**config.mk**
```make
export PLATFORM = sky130hd
export DESIGN_NAME = tdm_port
export DESIGN_NICKNAME = d
export VERILOG_FILES = /design/src/rtl/tdm_pkg.sv /design/src/rtl/tdm_edge_sync.sv /design/src/rtl/tdm_frame_ctrl.sv /design/src/rtl/tdm_tx_ser.sv /design/src/rtl/tdm_rx_deser.sv /design/src/rtl/tdm_port.sv
export SDC_FILE = /design/constraint.sdc
export NUM_CORES = 1
export LEC_CHECK = 0
export ABC_AREA = 1
export BUFFER_PORTS_ARGS = -buffer_cell sky130_fd_sc_hd__buf_2
export CAP_MARGIN = 20
export CELL_PAD_IN_SITES_DETAIL_PLACEMENT = 0
export CELL_PAD_IN_SITES_GLOBAL_PLACEMENT = 2
export CORE_MARGIN = 2
export CORE_UTILIZATION = 40
export CTS_CLUSTER_SIZE = 16
export DETAILED_ROUTE_END_ITERATION = 8
export GPL_ROUTABILITY_DRIVEN = 0
export PLACE_DENSITY_LB_ADDON = 0.1
export SYNTH_ARGS = -nofsm -noshare
export SYNTH_HDL_FRONTEND = slang
export SYNTH_HIERARCHICAL = 1
export SYNTH_SLANG_ARGS = --single-unit
```
**constraint.sdc**
```tcl
create_clock -name clk -period 17.2 [get_ports clk]
set_input_delay 2.58 -clock clk [delete_from_list [all_inputs] [get_ports clk]]
set_output_delay 2.58 -clock clk [all_outputs]
set_load 0.01 [all_outputs]
```
**src/rtl/tdm_pkg.sv**
```systemverilog
package tdm_pkg;
  localparam int unsigned TDM_SLOTS_DEF = 8;
  localparam int unsigned TDM_WORD_DEF  = 32;
  localparam int unsigned TDM_SYNC_DEF  = 2;

  typedef enum logic [1:0] {
    BCK_NONE = 2'd0,
    BCK_RISE = 2'd1,
    BCK_FALL = 2'd2
  } bck_evt_e;
endpackage

```
**src/rtl/tdm_edge_sync.sv**
```systemverilog
module tdm_edge_sync
  import tdm_pkg::*;
#(
  parameter int unsigned STAGES = TDM_SYNC_DEF
) (
  input  logic     clk,
  input  logic     rst,
  input  logic     bclk,
  input  logic     fsync,
  input  logic     rx_sd,
  output bck_evt_e evt,
  output logic     fs_s,
  output logic     rx_s
);
  localparam int unsigned NDATA = 2;

  logic [STAGES:0] bck_sh;
  logic [NDATA-1:0] data_in;
  logic [NDATA-1:0] data_out;

  assign data_in = {rx_sd, fsync};

  always_ff @(posedge clk) begin
    if (rst) bck_sh <= '0;
    else     bck_sh <= {bck_sh[STAGES-1:0], bclk};
  end

  // data chains are one stage shorter so they line up with the newest bclk stage
  for (genvar g = 0; g < NDATA; g++) begin : g_chain
    logic [STAGES-1:0] sh;
    if (STAGES > 1) begin : g_multi
      always_ff @(posedge clk) begin
        if (rst) sh <= '0;
        else     sh <= {sh[STAGES-2:0], data_in[g]};
      end
    end else begin : g_single
      always_ff @(posedge clk) begin
        if (rst) sh <= '0;
        else     sh <= data_in[g];
      end
    end
    assign data_out[g] = sh[STAGES-1];
  end

  assign fs_s = data_out[0];
  assign rx_s = data_out[1];

  always_comb begin
    evt = BCK_NONE;
    if (bck_sh[STAGES-1] && !bck_sh[STAGES])      evt = BCK_RISE;
    else if (!bck_sh[STAGES-1] && bck_sh[STAGES]) evt = BCK_FALL;
  end
endmodule

```
**src/rtl/tdm_frame_ctrl.sv**
```systemverilog
module tdm_frame_ctrl
  import tdm_pkg::*;
#(
  parameter int unsigned SLOTS     = TDM_SLOTS_DEF,
  parameter int unsigned WORD_BITS = TDM_WORD_DEF
) (
  input  logic                         clk,
  input  logic                         rst,
  input  logic                         enable,
  input  logic                         rise,
  input  logic                         fs_s,
  input  logic [$clog2(SLOTS)-1:0]     slot_count_m1,
  input  logic [SLOTS-1:0]             rx_mask,
  output logic                         active,
  output logic [$clog2(SLOTS)-1:0]     slot,
  output logic [$clog2(WORD_BITS)-1:0] bit_idx,
  output logic                         capture,
  output logic                         word_last,
  output logic [SLOTS-1:0]             rx_mask_q,
  output logic                         frame_start,
  output logic                         frame_done,
  output logic                         framing_err
);
  localparam int unsigned SW = $clog2(SLOTS);
  localparam int unsigned BW = $clog2(WORD_BITS);

  logic [SW-1:0] cnt_q;
  logic [SW-1:0] last_rx;
  logic          at_end;

  assign capture   = rise && active && enable;
  assign word_last = (bit_idx == BW'(WORD_BITS - 1));
  assign at_end    = word_last && (slot == cnt_q);

  // highest receive-enabled slot inside the count, else the final slot
  always_comb begin
    last_rx = cnt_q;
    for (int i = 0; i < int'(SLOTS); i++) begin
      if (rx_mask_q[i] && (i <= int'(cnt_q))) last_rx = SW'(i);
    end
  end

  always_ff @(posedge clk) begin
    if (rst) begin
      active      <= 1'b0;
      slot        <= '0;
      bit_idx     <= '0;
      cnt_q       <= '0;
      rx_mask_q   <= '0;
      frame_start <= 1'b0;
      frame_done  <= 1'b0;
      framing_err <= 1'b0;
    end else begin
      frame_start <= 1'b0;
      frame_done  <= 1'b0;
      if (!enable) begin
        active <= 1'b0;
      end else if (rise) begin
        if (capture && word_last && (slot == last_rx)) frame_done <= 1'b1;
        if (fs_s) begin
          if (active && !at_end) framing_err <= 1'b1;
          active      <= 1'b1;
          slot        <= '0;
          bit_idx     <= '0;
          cnt_q       <= slot_count_m1;
          rx_mask_q   <= rx_mask;
          frame_start <= 1'b1;
        end else if (active) begin
          if (word_last) begin
            bit_idx <= '0;
            if (slot == cnt_q) active <= 1'b0;
            else               slot   <= slot + 1'b1;
          end else begin
            bit_idx <= bit_idx + 1'b1;
          end
        end
      end
    end
  end
endmodule

```
**src/rtl/tdm_tx_ser.sv**
```systemverilog
module tdm_tx_ser
  import tdm_pkg::*;
#(
  parameter int unsigned SLOTS     = TDM_SLOTS_DEF,
  parameter int unsigned WORD_BITS = TDM_WORD_DEF
) (
  input  logic                         clk,
  input  logic                         rst,
  input  logic                         enable,
  input  logic                         fall,
  input  logic                         frame_start,
  input  logic                         active,
  input  logic [$clog2(SLOTS)-1:0]     slot,
  input  logic [$clog2(WORD_BITS)-1:0] bit_idx,
  input  logic [SLOTS*WORD_BITS-1:0]   tx_words,
  input  logic [SLOTS-1:0]             tx_mask,
  output logic                         tx_sd,
  output logic                         tx_oe
);
  localparam int unsigned BW = $clog2(WORD_BITS);

  logic [WORD_BITS-1:0] word_q [SLOTS];
  logic [SLOTS-1:0]     mask_q;
  logic [BW-1:0]        msb_idx;

  assign msb_idx = BW'(WORD_BITS - 1) - bit_idx;

  for (genvar g = 0; g < SLOTS; g++) begin : g_hold
    always_ff @(posedge clk) begin
      if (rst)              word_q[g] <= '0;
      else if (frame_start) word_q[g] <= tx_words[g*WORD_BITS +: WORD_BITS];
    end
  end

  always_ff @(posedge clk) begin
    if (rst)              mask_q <= '0;
    else if (frame_start) mask_q <= tx_mask;
  end

  always_ff @(posedge clk) begin
    if (rst || !enable) begin
      tx_oe <= 1'b0;
      tx_sd <= 1'b0;
    end else if (fall) begin
      if (active) begin
        tx_oe <= mask_q[slot];
        tx_sd <= mask_q[slot] & word_q[slot][msb_idx];
      end else begin
        tx_oe <= 1'b0;
        tx_sd <= 1'b0;
      end
    end
  end
endmodule

```
**src/rtl/tdm_rx_deser.sv**
```systemverilog
module tdm_rx_deser
  import tdm_pkg::*;
#(
  parameter int unsigned SLOTS     = TDM_SLOTS_DEF,
  parameter int unsigned WORD_BITS = TDM_WORD_DEF
) (
  input  logic                     clk,
  input  logic                     rst,
  input  logic                     capture,
  input  logic                     word_last,
  input  logic                     rx_s,
  input  logic [$clog2(SLOTS)-1:0] slot,
  input  logic [SLOTS-1:0]         rx_mask_q,
  input  logic [$clog2(SLOTS)-1:0] rd_slot,
  output logic                     rx_valid,
  output logic [$clog2(SLOTS)-1:0] rx_slot,
  output logic [WORD_BITS-1:0]     rx_word,
  output logic [WORD_BITS-1:0]     rd_data
);
  logic [WORD_BITS-1:0] shreg;
  logic [WORD_BITS-1:0] next_word;
  logic                 store;
  logic [WORD_BITS-1:0] mem [SLOTS];

  assign next_word = {shreg[WORD_BITS-2:0], rx_s};
  assign store     = capture && word_last && rx_mask_q[slot];

  always_ff @(posedge clk) begin
    if (rst) begin
      shreg    <= '0;
      rx_valid <= 1'b0;
      rx_slot  <= '0;
      rx_word  <= '0;
    end else begin
      rx_valid <= 1'b0;
      if (capture) shreg <= next_word;
      if (store) begin
        rx_valid <= 1'b1;
        rx_slot  <= slot;
        rx_word  <= next_word;
      end
    end
  end

  // plain write and registered read so a block RAM can hold the store
  always_ff @(posedge clk) begin
    if (store) mem[slot] <= next_word;
  end

  always_ff @(posedge clk) begin
    rd_data <= mem[rd_slot];
  end
endmodule

```
**src/rtl/tdm_port.sv**
```systemverilog
module tdm_port
  import tdm_pkg::*;
#(
  parameter int unsigned SLOTS       = TDM_SLOTS_DEF,
  parameter int unsigned WORD_BITS   = TDM_WORD_DEF,
  parameter int unsigned SYNC_STAGES = TDM_SYNC_DEF
) (
  input  logic                           clk,
  input  logic                           rst,
  input  logic                           enable,
  input  logic [$clog2(SLOTS)-1:0]       slot_count_m1,
  input  logic [SLOTS-1:0]               tx_mask,
  input  logic [SLOTS-1:0]               rx_mask,
  input  logic                           bclk,
  input  logic                           fsync,
  input  logic                           rx_sd,
  output logic                           tx_sd,
  output logic                           tx_oe,
  input  logic [SLOTS*WORD_BITS-1:0]     tx_words,
  output logic                           frame_start,
  output logic                           rx_valid,
  output logic [$clog2(SLOTS)-1:0]       rx_slot,
  output logic [WORD_BITS-1:0]           rx_word,
  input  logic [$clog2(SLOTS)-1:0]       rx_rd_slot,
  output logic [WORD_BITS-1:0]           rx_rd_data,
  output logic                           frame_done,
  output logic                           framing_err
);
  localparam int unsigned SW = $clog2(SLOTS);
  localparam int unsigned BW = $clog2(WORD_BITS);

  bck_evt_e      evt;
  logic          fs_s, rx_s, rise, fall;
  logic          active, capture, word_last;
  logic [SW-1:0] slot;
  logic [BW-1:0] bit_idx;
  logic [SLOTS-1:0] rx_mask_q;

  assign rise = (evt == BCK_RISE);
  assign fall = (evt == BCK_FALL);

  tdm_edge_sync #(.STAGES(SYNC_STAGES)) u_sync (
    .clk(clk), .rst(rst), .bclk(bclk), .fsync(fsync), .rx_sd(rx_sd),
    .evt(evt), .fs_s(fs_s), .rx_s(rx_s)
  );

  tdm_frame_ctrl #(.SLOTS(SLOTS), .WORD_BITS(WORD_BITS)) u_ctrl (
    .clk(clk), .rst(rst), .enable(enable), .rise(rise), .fs_s(fs_s),
    .slot_count_m1(slot_count_m1), .rx_mask(rx_mask),
    .active(active), .slot(slot), .bit_idx(bit_idx), .capture(capture),
    .word_last(word_last), .rx_mask_q(rx_mask_q), .frame_start(frame_start),
    .frame_done(frame_done), .framing_err(framing_err)
  );

  tdm_tx_ser #(.SLOTS(SLOTS), .WORD_BITS(WORD_BITS)) u_tx (
    .clk(clk), .rst(rst), .enable(enable), .fall(fall),
    .frame_start(frame_start), .active(active), .slot(slot),
    .bit_idx(bit_idx), .tx_words(tx_words), .tx_mask(tx_mask),
    .tx_sd(tx_sd), .tx_oe(tx_oe)
  );

  tdm_rx_deser #(.SLOTS(SLOTS), .WORD_BITS(WORD_BITS)) u_rx (
    .clk(clk), .rst(rst), .capture(capture), .word_last(word_last),
    .rx_s(rx_s), .slot(slot), .rx_mask_q(rx_mask_q), .rd_slot(rx_rd_slot),
    .rx_valid(rx_valid), .rx_slot(rx_slot), .rx_word(rx_word),
    .rd_data(rx_rd_data)
  );
endmodule

```
# Word level (Yosys, flattened, before mapping)
# Memories as Yosys holds them, arrays and structs flattened. A register that Yosys moved wholly into a read port is not among the register bits.
# Cells that the tools add are included.
# op_classes
n_reduce_logical,29
n_eq_ne,6
n_bitwise,11
muxes,48
addsub,3
n_lt_le_gt_ge,9
# op_table
cell,n
$mux W32,8
$mux W3,14
$mux W1,18
$logic_and A1 B1 Y1,16
$mux W5,3
$le A3 B3 Y1 const A,4
$or A1 B1 Y1,8
$bmux W1 S3,2
$eq A3 B3 Y1,2
$le A2 B3 Y1 const A,2
$lt A5 B6 Y1 const B,1
$reduce_and A3 Y1,2
$add A5 B1 Y5 const B,1
$bmux W1 S5,1
$eq A5 B5 Y1 const B,1
$reduce_and A5 Y1,1
$sub A5 B5 Y5 const A,1
$logic_not A1 Y1,4
$lt A3 B4 Y1 const B,1
$mux W2,2
$reduce_and A4 Y1,1
$reduce_bool A2 Y1,2
$add A3 B1 Y3 const B,1
$le A1 B3 Y1 const A,1
8 further kinds,9
# totals
ram_bits,512
word_cells,126
input_bits,284
regBits,107
mem_count,2
# mem_list
name,words,width,rd,rd_clocked_by_memory_dff,write_ports,line,rtl
u_rx.mem,8,32,1,1,1,tdm_rx_deser.sv:23,logic [WORD_BITS-1:0] mem [SLOTS];
u_tx.word_q,8,32,1,1,8,tdm_tx_ser.sv:22,logic [WORD_BITS-1:0] word_q [SLOTS];

# Depth between registers and ports, before layout
# logic_depth
word_depth,12
depth_mapped,16
depth_no_buf,13

# Modules after synthesis
# Netlist, hierarchy kept.
# modules_own_cells
mod,area_each_um2,cells_each,n_inst,seq_area_each_um2
tdm_rx_deser,13461.7,1102,1,9669.3
tdm_tx_ser,12754.7,1440,1,7887.6
tdm_frame_ctrl,1137.3,160,1,460.4
tdm_edge_sync,203.9,24,1,140.1
tdm_port,15.0,4,1,0.0

# Worst setup path before layout
# No wires, ideal clock.
# synth_path
kind,input -> register
startpoint,in rst
endpoint,mem u_tx/word_q[0][0] in the netlist's numbering (enable)
setup_ns,0.719
t_arrival_ns,9.730
slack_ns,6.752
required_ns,16.481
cell_stages,2
cell_sequence,or2_2 clkbuf_1
# synth_lines
element,line,rtl
from (decl),tdm_port.sv:9,"input logic rst,"
to (decl),tdm_tx_ser.sv:22,

==> summary.txt <==
Outcome
  • Status: completed

Clock network
  • Clk sinks: between 600 and 700
  • Worst-path clk slew: around 0.06 ns
  • Num CTS Buffers: 71
  • TritonCTS clock tree: done
  • H-tree Lvls: 3
  • Hold-fix buffers, CTS: 0
  • CTS resizes: 0
  • Clock buffer depth: 3
  • Root buffer cell: clkbuf_16
  • Clk_lat worst skew: around 0.61 ns
  • Post-CTS Repair Setup Buffers: 0

Global route
  • Vias in the first global route: ~20k
  • Met1 usage in global routing: 26.7%
  • Met2 Resource Use GR: 37.1%
  • GR peak layer: met2
  • First-pass GRT wire length: about 120 mm
  • Met3 Track Usage GR: 3.19%
  • GR Overflow Total: 0
  • Initial antenna violation count: 8
  • All-layer global routing usage: 21.3%
  • Pin count of the biggest net entering global routing: 105

Timing
  • Slew @ Worst Pin: 1.01 ns
  • Clock Skew: 0.0155 ns
  • Fin. Hold Viols: 0
  • Max-slew violation count: 0
  • RSZ-0062 raised after global routing: false
  • Final period util: between 30% and 40%
  • Setup Viol. Count Final: 0
  • Period minus WS final: between 5 and 6 ns
  • Max frequency: between 150 and 200 MHz
  • Min Hold Slack: 0.403 ns
  • Setup TNS: 0 ns
  • Slew margin rel.: between 30% and 40%

Worst setup path
  • R2r worst-path depth: 9
  • Critical Path Sink Type: flop
  • Worst path max stage delay: slightly below 0.9 ns
  • Startpoint types: primary input
  • Max FO, Critical Path: 94
  • Reg2reg setup slack: around 13 ns
  • Crit path capture: u_tx/word_q[6][3]
  • Critical R2R Capture: u_rx/mem[1][25]
  • Slowest-stage cell, CP: buf_4
  • Critical path class: primary input to flop
  • CP Cell Sequence: buf_2, clkinv_1, nand2_4, buf_4, buf_4, buf_16, nor2_1
  • WP data arrival: 5.75 ns
  • Most used cell along the critical path: buf_4
  • CP required: between 15 and 20 ns
  • Worst r2r src: u_ctrl/bit_idx[1]
  • Critical Path Source: rst

Floorplan
  • Starting density of the core: 40.3%
  • Die Ht: 267 um
  • Core box area: 68500 sq um
  • Row cnt: 96
  • I/O Pins: about 360
  • Die footprint: around 70000 sq um
  • DIE WIDTH: 267 um

Drt
  • Wire per inst: 19.0 um
  • Total number of vias: 19.6k
  • Final WL: roughly 75 mm
  • Vias/cell: 4.92
  • First-pass DRT Iterations: 7
  • Final ANT Viol Nets: 0
  • DRC violations left: 0
  • Initial DRC Count: 1348

Synthesis
  • Async SR Flop Fraction: 0%
  • Register area share after synthesis: 65.9%
  • Synth Warn #: 6
  • Netlist cell types: 42
  • Synthesized area: 27600 sq um
  • Post-synth top area cell: edfxtp_1
  • EDFF count, synth: 512
  • Synth Register Bits: approximately 650
  • Ys flop type: edfxtp_1
  • Syn_nets: roughly 3.0k
  • Synth Instances: 2730
  • Top-area cell type share of the netlist area: 55.8%
  • Largest cells by area after synthesis: edfxtp_1 56%, dfxtp_1 10%, nand2_1 6.6%
  • Syn_area_per_cell: 10.1 sq um

Flow run
  • MaxCap Viol Count: 0

Final layout
  • Synth-to-layout area growth: 17.6%
  • Storage cell area: 18200 sq um
  • Fillcell total: 6567
  • Share of cells above drive strength 1: 19.6%
  • Multi-input gate area: 7280 sq um
  • Net count, final: approximately 3.3k

Power and ir drop
  • PD cells: 106 nW/um^2
  • Worst IR Drop VDD: 0.0766 mV
  • Leakage: 14.4 nW

Min path
  • HP Class: flop to flop

Placement
  • Buffers added on ports: 356
  • Hpwl dp: 48.1 mm
worst min path at each step:
stage,from,endpoint,slack [ns],cells past startpoint
detailed placement,u_sync/g_chain[0].sh[0],u_sync/g_chain[0].sh[1],0.40,2
global route,u_sync/g_chain[1].sh[0],u_sync/g_chain[1].sh[1],0.43,2
finish,u_sync/g_chain[0].sh[0],u_sync/g_chain[0].sh[1],0.40,2
floorplan,u_sync/bck_sh[0],u_sync/bck_sh[1],0.39,2
CTS,u_sync/g_chain[0].sh[0],u_sync/g_chain[0].sh[1],0.40,2
global placement,u_sync/g_chain[0].sh[0],u_sync/g_chain[0].sh[1],0.39,2
cells in the final DEF, fill, tap and decap left out, types with 4 or more instances in the layout:
cell        count
a21oi_1        45
buf_2         355
buf_4          27
bufinv_16      11
clkbuf_1        7
clkbuf_16      71
clkinv_1       11
clkinv_2       13
clkinvlp_4     10
dfxtp_1       136
edfxtp_1      512
inv_1         340
inv_2           7
inv_6           6
mux2i_1        32
nand2_1       487
nand2_2         6
nand3_1       300
nor2_1        417
nor2_2         72
nor3_1          4
o21ai_0       112
o22ai_1        33
o32ai_1        32
xor2_1          4
synth_stat cells, types with 2 or more instances:
library cell	n
a21oi_1	45
a22o_1	3
buf_1	13
buf_12	3
buf_2	34
buf_4	11
buf_6	13
clkbuf_1	81
clkbuf_8	2
clkinv_1	3
dfxtp_1	139
edfxtp_1	512
ha_1	3
inv_1	344
inv_2	5
mux2i_1	32
nand2_1	488
nand2_2	6
nand3_1	300
nand3_2	3
nand4_1	2
nor2_1	425
nor2_2	64
nor3_1	4
o21ai_0	112
o22ai_1	33
o32ai_1	32
xor2_1	4
metrics by stage:
stage	util (%)	area [sq um]	worst slack, ns	cells	total power [W]
4_1_cts	47.2	32300	11.56	3969	0.00349
5_1_grt	47.4	32400	11.47	3976	0.00357
6_report	47.4	32400	11.80	3976	0.00345
3_5_place_dp	43.6	29900	10.90	3838	0.00190
3_3_place_gp	43.6	29900	11.01	3837	0.00189
2_1_floorplan	-	27600	6.75	2730	0.00183
area by class of cell:
class	instances	area share, %
flip-flops and latches	651	56.0
multi-input cells	1569	22.4
repair buffers	387	6.48
clock buffers	81	5.69
inverters	353	4.09
well taps	882	3.40
clock inverters	50	1.85
diodes	3	0.0231
worst max-delay path: cells and delay by family:
kind	cells	cell delay (ns)
AND/OR/NAND/NOR	2	0.66
buffers and inverters	5	2.40
state kept, by name, summed over array words and instances (netlist names), 4 cells and up:
| signal | cells |
|---|---|
| u_tx/word_q | 256 |
| u_rx/rx_word | 32 |
| u_rx/mem | 256 |
| u_ctrl/rx_mask_q | 8 |
| u_rx/shreg | 31 |
| u_sync/g_chain.sh | 4 |
| u_ctrl/bit_idx | 5 |
| u_rx/rd_data | 32 |
| u_tx/mask_q | 8 |
power by group:
group	internal (W)	leakage, nW	switching (W)
clock	0.000947	1.17	0.000640
sequential	0.00171	6.76	0.00000823
combinational	0.0000533	6.42	0.0000909
total	0.00271	14.4	0.000739
cells by family after synthesis:
family | count (synthesis) | share of synthesized area [%]
AND/OR/NAND/NOR | 1301 | 20.0
flip-flops | 651 | 65.9
buffers and inverters | 510 | 7.86
AO/OA/AOI/OAI | 229 | 4.83
multiplexers | 32 | 1.16
XOR/XNOR | 4 | 0.127
adder cells (fa/ha/maj) | 3 | 0.136
per-layer routing:
layer	wire length, um	share of wire (%)
met5	14	0.019
met4	2120	2.8
met3	3610	4.8
met2	38000	50
met1	31700	42
No activity file was read; power rests on OpenSTA's default activity.
